`src/rtl/adc_seq_pkg.sv`:
```
package adc_seq_pkg;

  typedef enum logic [2:0] {
    ST_IDLE  = 3'd0,
    ST_INTEG = 3'd1,
    ST_FAST  = 3'd2,
    ST_SLOW  = 3'd3,
    ST_DONE  = 3'd4
  } seq_state_t;

  function automatic logic in_phase(input seq_state_t s);
    return (s == ST_INTEG) || (s == ST_FAST) || (s == ST_SLOW);
  endfunction

endpackage

```
`src/rtl/adc_len_sel.sv`:
```
module adc_len_sel #(
  parameter int CW      = 18,
  parameter int LEN_LO  = 1000,
  parameter int LEN_MID = 10000,
  parameter int LEN_HI  = 100000
) (
  input  logic [1:0]    res_sel,
  output logic [CW-1:0] int_len,
  output logic [CW-1:0] tmo_len
);

  always_comb begin
    case (res_sel)
      2'd1:    int_len = CW'(LEN_MID);
      2'd2:    int_len = CW'(LEN_HI);
      default: int_len = CW'(LEN_LO);
    endcase
    tmo_len = int_len << 1;
  end

endmodule

```
`src/rtl/adc_phase_timer.sv`:
```
module adc_phase_timer #(
  parameter int CW = 18
) (
  input  logic          clk,
  input  logic          rst,
  input  logic          clear,
  input  logic          en,
  input  logic [CW-1:0] limit,
  output logic          hit
);

  logic [CW-1:0] cnt;

  always_ff @(posedge clk) begin
    if (rst || clear) cnt <= '0;
    else if (en)      cnt <= cnt + 1'b1;
  end

  assign hit = en && (cnt == limit - 1'b1);

  // a phase never runs past its cycle budget
  assert_timer_bound_R9: assert property (@(posedge clk) disable iff (rst)
    en |-> (cnt < limit));

endmodule

```
`src/rtl/adc_rundown_acc.sv`:
```
module adc_rundown_acc #(
  parameter int RW      = 24,
  parameter int FAST_WT = 64
) (
  input  logic          clk,
  input  logic          rst,
  input  logic          clear,
  input  logic          add_fast,
  input  logic          add_slow,
  output logic [RW-1:0] acc
);

  localparam logic [RW-1:0] WT_F = RW'(FAST_WT);
  localparam logic [RW-1:0] WT_S = RW'(1);

  always_ff @(posedge clk) begin
    if (rst || clear)  acc <= '0;
    else if (add_fast) acc <= acc + WT_F;
    else if (add_slow) acc <= acc + WT_S;
  end

endmodule

```
`src/rtl/adc_dual_rate_seq.sv`:
```
module adc_dual_rate_seq
  import adc_seq_pkg::*;
#(
  parameter int LEN_LO  = 1000,
  parameter int LEN_MID = 10000,
  parameter int LEN_HI  = 100000,
  parameter int FAST_WT = 64,
  parameter int RW      = 24
) (
  input  logic          clk,
  input  logic          rst,
  input  logic          start,
  input  logic [1:0]    res_sel,
  input  logic          ovr_det,
  input  logic          near_zero_det,
  input  logic          zero_cross_det,
  input  logic          pol_in,
  output logic          integ_en,
  output logic          fast_ref_en,
  output logic          slow_ref_en,
  output logic          busy,
  output logic          done,
  output logic [RW-1:0] count,
  output logic          sign,
  output logic          overload
);

  localparam int CW = $clog2(2 * LEN_HI + 1);

  seq_state_t    st, nxt;
  logic [CW-1:0] len_w, tmo_w, len_q, tmo_q, lim;
  logic          accept, hit, tmr_clr, tmo_fire;
  logic          ovl_q, sgn_q;
  logic [RW-1:0] acc;

  adc_len_sel #(.CW(CW), .LEN_LO(LEN_LO), .LEN_MID(LEN_MID), .LEN_HI(LEN_HI)) u_len (
    .res_sel (res_sel),
    .int_len (len_w),
    .tmo_len (tmo_w)
  );

  assign accept = (st == ST_IDLE) && start;

  always_ff @(posedge clk) begin
    if (rst) begin
      len_q <= '0;
      tmo_q <= '0;
    end else if (accept) begin
      len_q <= len_w;
      tmo_q <= tmo_w;
    end
  end

  assign lim     = (st == ST_INTEG) ? len_q : tmo_q;
  assign tmr_clr = (nxt != st);

  adc_phase_timer #(.CW(CW)) u_tmr (
    .clk   (clk),
    .rst   (rst),
    .clear (tmr_clr),
    .en    (in_phase(st)),
    .limit (lim),
    .hit   (hit)
  );

  assign tmo_fire = ((st == ST_FAST) && !near_zero_det && hit) ||
                    ((st == ST_SLOW) && !zero_cross_det && hit);

  always_comb begin
    nxt = st;
    case (st)
      ST_IDLE:  if (start) nxt = ST_INTEG;
      ST_INTEG: if (hit) nxt = ST_FAST;
      ST_FAST:  if (near_zero_det) nxt = ST_SLOW;
                else if (hit)      nxt = ST_DONE;
      ST_SLOW:  if (zero_cross_det || hit) nxt = ST_DONE;
      ST_DONE:  nxt = ST_IDLE;
      default:  nxt = ST_IDLE;
    endcase
  end

  adc_rundown_acc #(.RW(RW), .FAST_WT(FAST_WT)) u_acc (
    .clk      (clk),
    .rst      (rst),
    .clear    (accept),
    .add_fast (st == ST_FAST),
    .add_slow (st == ST_SLOW),
    .acc      (acc)
  );

  always_ff @(posedge clk) begin
    if (rst) begin
      st    <= ST_IDLE;
      ovl_q <= 1'b0;
      sgn_q <= 1'b0;
    end else begin
      st <= nxt;
      if (accept) ovl_q <= 1'b0;
      else if (((st == ST_INTEG) && ovr_det) || tmo_fire) ovl_q <= 1'b1;
      if ((st == ST_INTEG) && hit) sgn_q <= pol_in;
    end
  end

  always_ff @(posedge clk) begin
    if (rst) begin
      integ_en    <= 1'b0;
      fast_ref_en <= 1'b0;
      slow_ref_en <= 1'b0;
      busy        <= 1'b0;
      done        <= 1'b0;
      count       <= '0;
      sign        <= 1'b0;
      overload    <= 1'b0;
    end else begin
      integ_en    <= (nxt == ST_INTEG);
      fast_ref_en <= (nxt == ST_FAST);
      slow_ref_en <= (nxt == ST_SLOW);
      busy        <= in_phase(nxt);
      done        <= (st == ST_DONE);
      if (st == ST_DONE) begin
        count    <= acc;
        sign     <= sgn_q;
        overload <= ovl_q;
      end
    end
  end

  // switch enables are mutually exclusive
  assert_one_switch_R10: assert property (@(posedge clk) disable iff (rst)
    $onehot0({integ_en, fast_ref_en, slow_ref_en}));

  // done lasts one cycle and never overlaps busy
  assert_done_pulse_R5: assert property (@(posedge clk) disable iff (rst)
    done |=> !done);
  assert_done_idle_R5: assert property (@(posedge clk) disable iff (rst)
    done |-> !busy);

  // coarse run-down directly follows integration; fine follows coarse
  assert_fast_after_int_R4: assert property (@(posedge clk) disable iff (rst)
    $fell(integ_en) |-> fast_ref_en);
  assert_slow_after_fast_R4: assert property (@(posedge clk) disable iff (rst)
    $rose(slow_ref_en) |-> $past(fast_ref_en));

  // once past integration, no restart until the sequence returns to idle
  assert_no_restart_R2: assert property (@(posedge clk) disable iff (rst)
    (busy && !integ_en) |=> !integ_en);

  // published results change only with done
  assert_hold_R11: assert property (@(posedge clk) disable iff (rst)
    !done |-> ($stable(count) && $stable(sign) && $stable(overload)));

endmodule

```
`config.mk`:
```
export PLATFORM = sky130hd
export DESIGN_NAME = adc_dual_rate_seq
export DESIGN_NICKNAME = d
export VERILOG_FILES = /design/src/rtl/adc_seq_pkg.sv /design/src/rtl/adc_len_sel.sv /design/src/rtl/adc_phase_timer.sv /design/src/rtl/adc_rundown_acc.sv /design/src/rtl/adc_dual_rate_seq.sv
export SDC_FILE = /design/constraint.sdc
export NUM_CORES = 1
export LEC_CHECK = 0
export ABC_AREA = 1
export BUFFER_PORTS_ARGS = -buffer_cell sky130_fd_sc_hd__buf_2
export CAP_MARGIN = 20
export CORE_MARGIN = 1
export CORE_UTILIZATION = 59
export DETAILED_ROUTE_END_ITERATION = 12
export PLACE_DENSITY = 0.79
export SYNTH_ARGS = -nofsm -noshare
export SYNTH_HDL_FRONTEND = slang
export SYNTH_SLANG_ARGS = --single-unit
```
`constraint.sdc`:
```
create_clock -name clk -period 3.3 [get_ports clk]
set_input_delay 0.495 -clock clk [delete_from_list [all_inputs] [get_ports clk]]
set_output_delay 0.495 -clock clk [all_outputs]
set_load 0.01 [all_outputs]
```
==> flow_summary_export.csv, run 1 <==
group,metric,value,unit
floorplanning,coreArea,6870,um2
clock_tree,cts-root-buf,"clkbuf_8",
routing,drc_errors,0,
setup_path,crit_slowest_cell,"dfxtp_1",
routing,wl_per_cell,13.4,um
setup_path,crit_path_end_kind,"flop",
floorplanning,die_area,7540,um2
routing,routed_wl,9770,um
hold_path,hp-start,"pol_in",
timing,fin_crit,2950,ps
setup_path,max_stage_delay,340,ps
floorplanning,num_io_pins,40,
synthesis,ys_types,36,
synthesis,synth_edf_count,0,
setup_path,crit_type,"reg2reg",
routing,antenna_left,0,
timing,final_hold_viol_count,0,
clock_tree,htree_levels,3,
hold_path,hold_path_class,"in2reg",
synthesis,synth.area.top_cells,"dfxtp_1 (40%), nand2_1 (8.6%), inv_1 (7.2%)",
timing,tns,0,ps
timing,worstMarginPinSlew,837,ps
synthesis,synth_top_family_by_area,"simple AND/OR/NAND/NOR gates",
grt,grt_pass1_vias,3620,
outcome,status,"finished, final reports clean",
floorplanning,die_w,86.8,um
synthesis,ys_ff_latch,85,
setup_path,crit_path_frequent_cell,"nand2_1",
synthesis,synth_cells,590,
synthesis,synth-xor-area-share,4.95,%
power_and_ir_drop,p_leak,2.06,nW
routing,highest_layer,"met4",
routing,drt_first_pass_iters,5,
synthesis,synth_area_leader_cell,"dfxtp_1",
setup_path,r2r_start,"st[2]",
power_and_ir_drop,switching_share,28.8,%
routing,wl_met1,4600,um
grt,grt_max_degree,50,
placed_design,dp_hpwl,7190,um
timing,fin_crit_sh,89.4,%
synthesis,netlist_area,4250,um2
synthesis,dominantRegCellSynth,"dfxtp_1",
floorplanning,fp.dieH,86.8,um
placed_design,port_buffers,39,
power_and_ir_drop,combPwrFrac,11.8,%
power_and_ir_drop,p_per_area,439,nW/um2
clock_tree,clockBufferDepth,2,
power_and_ir_drop,p_clk_share,37.5,%
clock_tree,cts_tree,"done",
timing,slew_violations,0,
setup_path,cp_top_family,"simple AND/OR/NAND/NOR gates",
synthesis,synth-simple-area-share,29.0,%
setup_path,regToRegSetupSlack,350,ps
placed_design,place_area,4510,um2
synthesis,syn_area_per_cell,7.20,um2
timing,fmax,339,MHz
power_and_ir_drop,p_int,1.47,mW
clock_tree,hold_buffers,0,
setup_path,crit_arrival,3230,ps
routing,dr_total_vias,3942,
power_and_ir_drop,ir_drop,340,uV
timing,rsz0062_at_grt,"false",
placed_design,finalWeightedCongestion,0.962,
setup_path,path_buf_inv,3,
synthesis,synth-async-reset-ratio,0,%
clock_tree,post-cts-setup-buffers,0,
setup_path,path_depth,21,
grt,grt.overflow.total,0,
hold_path,min_to,"sgn_q",
finish,diodes,0,
routing,dr_wl_met2,4290,um
hold_path,holdPathStages,3,
synthesis,synth-compound-area-share,13.9,%
clock_tree,cts_resized,0,
setup_path,worstReg2RegEnd,"u_tmr.cnt[5]",
timing,slew-limit-headroom,44.2,%
routing,met3_length,658,um
synthesis,ys_seq_area_share,40.1,%
clock_tree,clock_sinks,85,
routing,vias_per_cell,5.39,
finish,fin_nets,647,
finish,design_area,4720,um2
synthesis,yosysMostFrequentCell,"nand2_1",
grt,grt_antenna_before_repair,0,
synthesis,synthAdderAreaFrac,2.36,%
flow_run,cap_violations,0,
timing,finClkSkew,13.4,ps
setup_path,cp_cell_sequence,"inv_2 -> nand3_4 -> inv_1 -> nand2_1 -> nand2_1 -> inv_1 -> ha_1 -> a21boi_0 -> o211ai_1 -> nor2_1 -> nand3_1 -> nand3b_1 -> nor2_2 -> nand3_2 -> nand2_1 -> nand2_1 -> nand2_2 -> nand2_2 -> nand2_2 -> nand3_4 -> nor2_1",
clock_tree,numCtsBuffers,9,
synthesis,synth_top_area_share,40.1,%
power_and_ir_drop,switchingPower,0.597,mW
power_and_ir_drop,pwr-share-seq,50.7,%
synthesis,syn_nets,607,
floorplanning,rows,30,
clock_tree,clock_latency,360,ps
setup_path,worstPathRequired,3580,ps
setup_path,rr_worst_depth,21,
setup_path,start_kind,"flop",
routing,drt_iter0_drc,234,
finish,syn_to_final_growth,11.1,%
grt,grt_pass1_wl,16600,um
grt,gr-usage-all-layers,28.2,%
finish,drive_above_1_share,15.6,%
synthesis,yosysWarnings,0,
synthesis,synthTopCellsByCount,"nand2_1 (97), dfxtp_1 (85), inv_1 (81)",
setup_path,critical_path.max_fanout,18,
timing,setup_viol,0,
clock_tree,path_clk_slew,100,ps
floorplanning,initial_utilization,61.8,%
synthesis,synthMuxAreaShare,0.236,%
## layer usage
layer | up-vias | global-route usage [%]
met4 | 0 | 10.6
met3 | 21 | 6.19
li1 | 1997 | -
met2 | 134 | 43.2
met5 | - | 0
met1 | 1790 | 38.7
## power groups by stage
stage | logic, mW | clock network, mW | registers [mW]
after floorplan | 0.193 | 0 | 1.07
after global placement | 0.235 | 0 | 1.07
after detailed placement | 0.238 | 0 | 1.07
after CTS | 0.241 | 0.783 | 1.05
after global routing | 0.277 | 0.829 | 1.05
final | 0.244 | 0.777 | 1.05
## worst reg2reg max path: stages (launching register included)
cell and delay, ps:
dfxtp_1 340, inv_2 170, nand3_4 120, inv_1 120
nand2_1 80, nand2_1 70, inv_1 40, ha_1 270
a21boi_0 170, o211ai_1 110, nor2_1 100, nand3_1 70
nand3b_1 190, nor2_2 120, nand3_2 100, nand2_1 80
nand2_1 60, nand2_2 70, nand2_2 70, nand2_2 90
nand3_4 230, nor2_1 200
## through the flow
step                      total power [mW]  cells  utilization (%)  worst slack [ps]  hold slack [ps]
after global placement                1.31    715             65.7               401              433
final                                 2.07    731             68.7               350              414
after global routing                  2.16    731             68.7              30.1              441
after floorplan                       1.26    590                -               716              422
after detailed placement              1.31    715             65.7               243              445
after CTS                             2.07    731             68.7               212              411
## cell families (layout without fill, tap and decap cells)
kind of cell	after synthesis	count (layout)
AOI/OAI and AO/OA	111	111
xor gates and xnor gates	24	24
adders and majority gates	8	8
buffers and inverters	100	145
DFF	85	85
muxes	1	1
and+or+nand+nor	261	261
## layout make-up
class | count | area (um2)
flip-flops and latches | 85 | 1700
fillers | 602 | 2150
well taps | 96 | 120
clock inverters | 7 | 81.3
repair buffers | 43 | 225
clock buffers | 9 | 124
multi-input cells | 405 | 2140
inverters | 86 | 323
## how the worst max path moves through the flow
stage	end	from	slack (ps)
floorplan	u_tmr.cnt[7]	st[0]	720
detailed placement	u_tmr.cnt[5]	st[0]	240
global placement	u_tmr.cnt[0]	st[0]	400
CTS	u_tmr.cnt[5]	st[0]	210
finish	u_tmr.cnt[5]	st[2]	350
global route	u_tmr.cnt[5]	st[2]	30
## layout by cell type (no fill, tap or decap), types with 2 or more instances in the layout
cell	netlist	final
nand2_1	97	97
dfxtp_1	85	84
inv_1	81	81
nor2_1	61	60
a21oi_1	50	50
o21ai_0	47	47
buf_2	0	39
nand3_1	38	38
xor2_1	18	18
nor2_2	16	17
nand4_1	16	16
nor3_1	10	10
clkbuf_8	0	9
ha_1	8	8
nand2_2	6	6
xnor2_1	6	6
inv_2	5	5
nand3b_1	5	5
buf_4	0	4
o211ai_1	3	3
nand3_2	3	3
nor4_1	3	3
clkinv_4	0	3
nand3_4	2	2
o21ai_1	2	2
a211oi_1	2	2
## sequential cells by signal (all words and copies together), names as in the netlist
| signal | count |
|---|---|
| integ_en | 1 |
| count | 24 |
| st | 3 |
| u_acc.acc | 24 |
| busy | 1 |
| sgn_q | 1 |
| done | 1 |
| u_tmr.cnt | 18 |
| ovl_q | 1 |
| slow_ref_en | 1 |
| fast_ref_en | 1 |
| len_q | 7 |
| overload | 1 |
| sign | 1 |
No activity file was read; power rests on OpenSTA's default activity.
==> run 2: changes to the inputs <==
Settings changed: CORE_UTILIZATION 59 to 61, CTS_BUF_LIST set to sky130_fd_sc_hd__clkbuf_4 sky130_fd_sc_hd__clkbuf_8, PLACE_DENSITY 0.79 to 0.82.
==> flow_summary_export.csv, run 2 (same netlist as run 1, synthesis figures left out) <==
group,metric,value,unit
floorplanning,rows,30,
timing,slew_violations,0,
finish,fin_nets,650,
clock_tree,hold_buffers,0,
placed_design,port_buffers,39,
routing,dr_total_vias,3965,
grt,grt_pass1_vias,3641,
placed_design,dp.cells,698,
routing,drt_first_pass_iters,5,
timing,fin_crit_sh,92.0,%
finish,syn_to_final_growth,11.6,%
power_and_ir_drop,ir_drop,383,uV
setup_path,start_kind,"flop",
grt,grt_max_degree,36,
routing,drc_errors,0,
timing,tns,0,ps
timing,slew-limit-headroom,46.7,%
clock_tree,cts-root-buf,"clkbuf_8",
timing,worstMarginPinSlew,799,ps
power_and_ir_drop,p_per_area,448,nW/um2
grt,grt_pass1_wl,16400,um
routing,routed_wl,9960,um
finish,diodes,0,
placed_design,dp_hpwl,7250,um
setup_path,critical_path.max_fanout,8,
floorplanning,coreArea,6760,um2
setup_path,cp_top_family,"simple AND/OR/NAND/NOR gates",
clock_tree,clock_sinks,85,
grt,grt_antenna_before_repair,0,
floorplanning,initial_utilization,62.9,%
setup_path,crit_type,"reg2reg",
floorplanning,die_w,85.4,um
setup_path,worstPathRequired,3550,ps
setup_path,crit_slowest_cell,"dfxtp_1",
setup_path,crit_path_end_kind,"flop",
routing,drt_iter0_drc,215,
outcome,status,"finished, final reports clean",
timing,fmax,330,MHz
placed_design,finalWeightedCongestion,0.910,
clock_tree,numCtsBuffers,9,
floorplanning,die_area,7300,um2
setup_path,crit_path_frequent_cell,"inv_1",
setup_path,path_buf_inv,5,
routing,antenna_left,0,
flow_run,cap_violations,0,
finish,mostFrequentLayoutCells,"nand2_1 (97), dfxtp_1 (85), inv_1 (81), nor2_1 (60), a21oi_1 (50)",
hold_path,hold_path_class,"in2reg",
setup_path,crit_arrival,3280,ps
clock_tree,clock_latency,370,ps
routing,wl_per_cell,13.9,um
clock_tree,htree_levels,3,
routing,vias_per_cell,5.52,
grt,gr-usage-all-layers,28.6,%
finish,instances_no_fill,718,
clock_tree,cts_tree,"done",
clock_tree,path_clk_slew,90,ps
timing,finClkSkew,13.2,ps
timing,setup_viol,0,
setup_path,max_stage_delay,330,ps
grt,grt.overflow.total,0,
timing,final_hold_viol_count,0,
power_and_ir_drop,p_leak,2.08,nW
finish,final_common_cell,"nand2_1",
setup_path,cp_cell_sequence,"inv_2 -> nand3_4 -> inv_1 -> nand2_1 -> nand2_1 -> inv_1 -> ha_1 -> a21boi_1 -> o211ai_1 -> nor2_1 -> nand3_1 -> nand3b_1 -> nor2_2 -> nand3_2 -> nor2_1 -> inv_1 -> o211ai_1 -> inv_1 -> nor3_1",
finish,utilization,70.1,%
finish,biggestRegsByFlops,"count (24), u_acc.acc (24), u_tmr.cnt (18)",
finish,drive_above_1_share,15.8,%
floorplanning,num_io_pins,40,
timing,fin_crit,3030,ps
clock_tree,clockBufferDepth,2,
power_and_ir_drop,p_total,2.12,mW
floorplanning,fp.dieH,85.4,um
-- run 2: cell count changes in the layout (fill, tap and decap cells not counted), sizes merged --
cell and change:
bufinv +1, clkinv -3, clkinvlp +1, clkbuf +1, buf +3
-- run 2: area by class of cell --
cell class / count / area, um2
clock buffer: 10 / 131
clock inverter: 6 / 93.8
fill: 568 / 2020
inverter: 86 / 323
multi-input combinational: 405 / 2140
sequential: 85 / 1700
tap: 80 / 100
timing repair buffer: 46 / 248
-- run 2: path summary, 6_finish.rpt --
check             endpoint     startpoint  slack, ps  depth (start not counted)
max            fast_ref_en          st[2]        270                         19
min reg2reg  u_acc.acc[22]  u_acc.acc[22]        470                          1
max reg2reg    fast_ref_en          st[2]        270                         19
min                  sgn_q         pol_in        430                          3
-- run 2: power breakdown --
part | switching [mW] | internal [mW] | total [mW]
Clock | 0.389 | 0.441 | 0.831
Sequential | 0.0119 | 1.04 | 1.05
Combinational | 0.167 | 0.0799 | 0.247
-- run 2: what timing repair did --
action,CTS,global route
buffers inserted,0,4
gates resized for setup,0,1
endpoints found under the setup margin,0,24
-- run 2: per-layer routing --
metal | share of wire, % | GRT usage, % | vias up
met5 | 0 | 0 | -
met4 | 3.4 | 13.2 | 0
met3 | 4.9 | 6.32 | 36
met2 | 49 | 50.0 | 116
met1 | 43 | 33.5 | 1808
li1 | - | - | 2005
-- run 2: stage by stage --
stage	cell area [um2]	hold WS (ps)	worst slack (ps)
2_1_floorplan	4250	422	716
3_3_place_gp	4480	434	293
6_report	4740	430	266
4_1_cts	4710	409	66.6
5_1_grt	4740	459	-23.0
3_5_place_dp	4480	451	219
-- run 2: worst min-delay path, stage by stage --
cell and delay (ps):
buf_2 70, o21ai_0 70, a21oi_1 110
